## src/rtl/sram_front_pkg.sv

```systemverilog
`timescale 1ns/1ps
package sram_front_pkg;
  // Strobes from control to datapath, one set per cycle
  typedef struct packed {
    logic load;   // capture address and write word into the stage
    logic memCe;  // stage holds a request: enable the memory
    logic memWe;  // held request is a write
  } frontStrobe_t;
endpackage

```

## src/rtl/sram_front_mem.sv

```systemverilog
`timescale 1ns/1ps
module sram_front_mem #(
  parameter int DATA_W = 16,
  parameter int DEPTH  = 64,
  localparam int ADDR_W = (DEPTH > 1) ? $clog2(DEPTH) : 1
) (
  input  logic              clk,
  input  logic              ce,
  input  logic              we,
  input  logic [ADDR_W-1:0] addr,
  input  logic [DATA_W-1:0] wdata,
  output logic [DATA_W-1:0] rdata
);
  logic [DATA_W-1:0] cells [DEPTH];

  // Single port; read word registered; a write leaves the read word undefined
  always_ff @(posedge clk) begin
    if (ce) begin
      if (we) begin
        cells[addr] <= wdata;
        rdata       <= 'x;
      end else begin
        rdata <= cells[addr];
      end
    end
  end
endmodule

```

## src/rtl/sram_front_ctrl.sv

```systemverilog
`timescale 1ns/1ps
module sram_front_ctrl
  import sram_front_pkg::*;
(
  input  logic         clk,
  input  logic         rstN,
  input  logic         reqValid,
  input  logic         reqWrite,
  output logic         reqReady,
  output frontStrobe_t strobe,
  output logic         rspValid
);
  logic stageValid;
  logic stageWe;
  logic rdPend;
  logic drain;
  logic accept;

  // The memory takes the held request every cycle, so the stage always drains
  assign drain    = stageValid;
  assign reqReady = !stageValid || drain;
  assign accept   = reqValid && reqReady;

  always_ff @(posedge clk) begin
    if (!rstN) begin
      stageValid <= 1'b0;
      stageWe    <= 1'b0;
      rdPend     <= 1'b0;
    end else begin
      stageValid <= accept || (stageValid && !drain);
      if (accept) stageWe <= reqWrite;
      // the memory loads its read word on this edge
      rdPend <= stageValid && !stageWe;
    end
  end

  always_comb begin
    strobe.load  = accept;
    strobe.memCe = stageValid;
    strobe.memWe = stageWe;
  end

  assign rspValid = rdPend;
endmodule

```

## src/rtl/sram_front_dp.sv

```systemverilog
`timescale 1ns/1ps
module sram_front_dp
  import sram_front_pkg::*;
#(
  parameter int DATA_W = 16,
  parameter int DEPTH  = 64,
  localparam int ADDR_W = (DEPTH > 1) ? $clog2(DEPTH) : 1
) (
  input  logic              clk,
  input  logic              rstN,
  input  frontStrobe_t      strobe,
  input  logic [ADDR_W-1:0] reqAddr,
  input  logic [DATA_W-1:0] reqWdata,
  output logic              memCe,
  output logic              memWe,
  output logic [ADDR_W-1:0] memAddr,
  output logic [DATA_W-1:0] memWdata
);
  logic [ADDR_W-1:0] stageAddr;
  logic [DATA_W-1:0] stageData;

  always_ff @(posedge clk) begin
    if (!rstN) begin
      stageAddr <= '0;
      stageData <= '0;
    end else if (strobe.load) begin
      stageAddr <= reqAddr;
      stageData <= reqWdata;
    end
  end

  assign memCe    = strobe.memCe;
  assign memWe    = strobe.memWe;
  assign memAddr  = stageAddr;
  assign memWdata = stageData;
endmodule

```

## src/rtl/sram_front.sv

```systemverilog
`timescale 1ns/1ps
module sram_front
  import sram_front_pkg::*;
#(
  parameter int DATA_W = 16,
  parameter int DEPTH  = 64,
  localparam int ADDR_W = (DEPTH > 1) ? $clog2(DEPTH) : 1
) (
  input  logic              clk,
  input  logic              rstN,
  input  logic              reqValid,
  output logic              reqReady,
  input  logic              reqWrite,
  input  logic [ADDR_W-1:0] reqAddr,
  input  logic [DATA_W-1:0] reqWdata,
  output logic              rspValid,
  output logic [DATA_W-1:0] rspData
);
  frontStrobe_t      strobe;
  logic              memCe;
  logic              memWe;
  logic [ADDR_W-1:0] memAddr;
  logic [DATA_W-1:0] memWdata;

  sram_front_ctrl ctrl_i (
    .clk      (clk),
    .rstN     (rstN),
    .reqValid (reqValid),
    .reqWrite (reqWrite),
    .reqReady (reqReady),
    .strobe   (strobe),
    .rspValid (rspValid)
  );

  sram_front_dp #(.DATA_W(DATA_W), .DEPTH(DEPTH)) dp_i (
    .clk      (clk),
    .rstN     (rstN),
    .strobe   (strobe),
    .reqAddr  (reqAddr),
    .reqWdata (reqWdata),
    .memCe    (memCe),
    .memWe    (memWe),
    .memAddr  (memAddr),
    .memWdata (memWdata)
  );

  sram_front_mem #(.DATA_W(DATA_W), .DEPTH(DEPTH)) mem_i (
    .clk   (clk),
    .ce    (memCe),
    .we    (memWe),
    .addr  (memAddr),
    .wdata (memWdata),
    .rdata (rspData)
  );
endmodule

```

## config.mk

```make
export PLATFORM = sky130hd
export DESIGN_NAME = sram_front
export DESIGN_NICKNAME = d
export VERILOG_FILES = /design/src/rtl/sram_front_pkg.sv /design/src/rtl/sram_front_mem.sv /design/src/rtl/sram_front_ctrl.sv /design/src/rtl/sram_front_dp.sv /design/src/rtl/sram_front.sv
export SDC_FILE = /design/constraint.sdc
export NUM_CORES = 1
export LEC_CHECK = 0
export ABC_AREA = 1
export BUFFER_PORTS_ARGS = -buffer_cell sky130_fd_sc_hd__buf_4
export CAP_MARGIN = 30
export CORE_ASPECT_RATIO = 2
export CORE_MARGIN = 10
export CORE_UTILIZATION = 66
export CTS_BUF_LIST = sky130_fd_sc_hd__clkbuf_4
export DETAILED_ROUTE_END_ITERATION = 8
export GPL_TIMING_DRIVEN = 1
export HOLD_SLACK_MARGIN = 0.1
export MAX_ROUTING_LAYER = met4
export PLACE_DENSITY = 0.83
export RECOVER_POWER = 50
export SLEW_MARGIN = 40
export SYNTH_ARGS = -nofsm -noshare
export SYNTH_HDL_FRONTEND = slang
export SYNTH_HIERARCHICAL = 1
export SYNTH_SLANG_ARGS = --single-unit
```

## constraint.sdc

```tcl
create_clock -name clk -period 4.4 [get_ports clk]
set_input_delay 0.44 -clock clk [delete_from_list [all_inputs] [get_ports clk]]
set_output_delay 0.44 -clock clk [all_outputs]
set_load 0.005 [all_outputs]
```

==> results.py <==
metrics = {
    "status": {
        "outcome": "finished with violations",
        "violations": "max-capacitance violations, max-slew violations",
    },
    "placed_design": {
        "io_buffers": 42,
        "dp_cells": 5241,
        "dp_hpwl_mm": 70.3,
        "dpl-instance-area_um2": 46100,
        "gp_congestion": 1.00,
    },
    "detailed_routing": {
        "finalWirelength_mm": 123,
        "wl_per_cell_um": 21.6,
        "drc": 0,
        "drt_first_iter_violations": 4409,
        "detail-route-antenna-nets": 0,
        "vias": 32918,
        "via_per_inst": 5.75,
        "firstDrtPassIters": 6,
    },
    "sta": {
        "min_period_ns": 3.94,
        "finalHoldViolCount": 0,
        "worst-slew-pin-transition_ns": 3.61,
        "finClkSkew_ns": 0.0727,
        "tns_ns": 0,
        "whs_ns": 0.346,
        "fmax_mhz": 254,
        "slew_viol_final": 1094,
        "rsz0062_at_grt": "false",
        "min_period_over_period_pct": 89.4,
        "slew_headroom_pct": -141,
        "setup_viol": 0,
    },
    "clock_network": {
        "post_cts_resized": 0,
        "clock-root-buffer": "clkbuf_4",
        "h-tree-depth": 4,
        "clock_sinks": 1065,
        "clkTransAtPathRegs_ns": 0.08,
        "clk-insertion-delay-late_ns": 1.07,
        "clockBufferDepth": 3,
        "cts_tree": "built",
        "numCtsBuffers": 212,
    },
    "logic_synthesis": {
        "syn_inst": 4414,
        "avgSynthCellArea_um2": 10.1,
        "syn_nets": 4440,
        "yosysUniqueCellTypes": 25,
        "netlist_area_um2": 44800,
        "synth_seq_area_share_pct": 70.9,
        "synth_warnings": 6,
        "synth_seq_cells": 1065,
    },
    "global_route": {
        "grt_antenna_before_repair": 2,
        "grt_pass1_wl_mm": 186,
        "grt_start_max_net_pins": 150,
        "grt_pass1_vias": 32445,
        "overflow": 0,
        "track_usage_pct": 32.2,
    },
    "worst_setup_path": {
        "critical_path.max_stage_delay_ns": 2.74,
        "path_cells": "clkdlybuf4s25_1",
        "end_kind": "flip-flop",
        "cp_max_fo": 64,
        "worstPathRequired_ns": 4.68,
        "critPathSlowestCell": "clkdlybuf4s25_1",
        "crit_family": "buffers and inverters",
        "crit_buf_inv": 1,
        "start_kind": "flip-flop",
        "criticalPathCategory": "flip-flop to flip-flop",
        "crit_arrival_ns": 4.22,
    },
    "floorplanning": {
        "initial_utilization_pct": 66.3,
        "ios": 44,
        "die_area_um2": 79300,
        "rows": 135,
        "die_w_um": 204,
        "die_h_um": 388,
        "core_um2": 67600,
    },
    "layout": {
        "multi_input_area_um2": 11700,
        "final_cell_mix": "2881 x nand2_1, 1040 x edfxtp_1, 301 x clkbuf_4",
        "layout_commonest_cell": "nand2_1",
        "n_fill_cell": 4498,
        "final_nets": 4682,
        "seq_area_um2": 31700,
        "synthToLayoutAreaGrowth_pct": 10.7,
        "layout.cells.non_filler": 5723,
        "stdcell_area_um2": 49600,
        "drive_above_1_share_pct": 10.1,
    },
    "flow_run": {
        "drv_cap": 27,
    },
    "worst_hold_path": {
        "min_path_type": "input pin to flip-flop",
    },
    "pwr": {
        "power_w": 0.0200,
        "p_per_area_nw_per_um2": 403,
        "worst_ir_drop_vdd_mv": 0.297,
        "p_leak_nw": 20.9,
    },
}
report_power, final:
part / switching, W / total [W] / internal, W / leakage [nW]
registers: 0.000150 / 0.0114 / 0.0112 / 9.23
logic: 0.00128 / 0.00172 / 0.000446 / 10.1
clock network: 0.00370 / 0.00690 / 0.00320 / 1.57
total: 0.00512 / 0.0200 / 0.0149 / 20.9
final cells by class:
cell class                 instances  share of cell area, %
sequential                      1065                   64.0
multi-input combinational       3077                   23.7
clock buffer                     289                   4.38
timing repair buffer             246                   4.22
tap                              890                   2.25
clock inverter                    99                  0.987
inverter                          54                  0.449
antenna                            3                 0.0151
Yosys cell counts (all sizes together):
cell / count / area share, %
o211ai: 5 / 0.084
dfxtp: 25 / 1.1
nand3: 13 / 0.15
or2: 6 / 0.084
inv: 53 / 0.45
conb: 1 / 0.0084
nor3: 8 / 0.28
nor4: 2 / 0.028
clkinv: 1 / 0.0084
buf: 140 / 1.8
nand4: 2 / 0.028
o21ai: 7 / 0.078
edfxtp: 1040 / 70
nand2: 2881 / 24
nor2: 152 / 1.3
clkbuf: 78 / 0.65
per-layer routing:
metal  GRT usage [%]  up-vias  part of all wire, %
met5               -        -                    0
met4            23.8        0                  8.4
met3            6.03      581                   10
met2            51.6     2249                   50
met1            35.3    15244                   32
li1                -    14844                    -
state kept, by name, summed over array words and instances, names as in the netlist:
name	count
mem_i/cells	1024
dp_i/memWdata	16
mem_i/rdata	16
dp_i/memAddr	6
ctrl_i/drain	1
ctrl_i/rspValid	1
ctrl_i/stageWe	1
cell families (layout without fill, tap and decap cells):
family / count (synthesis) / after routing / share of synthesized area (%)
simple gates: 3064 / 3064 / 26.0
other cells: 1 / 4 / 0.00838
buf+inv: 272 / 688 / 2.94
flops: 1065 / 1065 / 70.9
compound gates: 12 / 12 / 0.162
path summary, 6_finish.rpt:
check / cells past startpoint / slack (ns) / endpoint / from
worst min register to register: 1 / 0.52 / ctrl_i/rspValid$_SDFF_PN0_ / ctrl_i/stageWe$_SDFFE_PN0P_
worst max register to register: 1 / 0.46 / mem_i/cells[30][5]$_DFFE_PP_ / dp_i/memWdata[5]$_SDFFE_PN0P_
worst max-delay path: 1 / 0.46 / mem_i/cells[30][5]$_DFFE_PP_ / dp_i/memWdata[5]$_SDFFE_PN0P_
worst min-delay path: 4 / 0.35 / ctrl_i/rspValid$_SDFF_PN0_ / rstN
through the flow:
step / worst slack (ns) / util [%]
6_report: 0.464 / 73.4
2_1_floorplan: 1.29 / -
3_5_place_dp: 1.24 / 68.2
3_3_place_gp: 1.33 / 68.2
4_1_cts: 1.23 / 73.4
5_1_grt: 0.532 / 73.4
repair_timing:
item,4_1_cts,5_1_grt
hold buffers,88,0
hold endpoints to repair,25,0
setup buffers,0,0
Power figures use the tool's default switching activity.
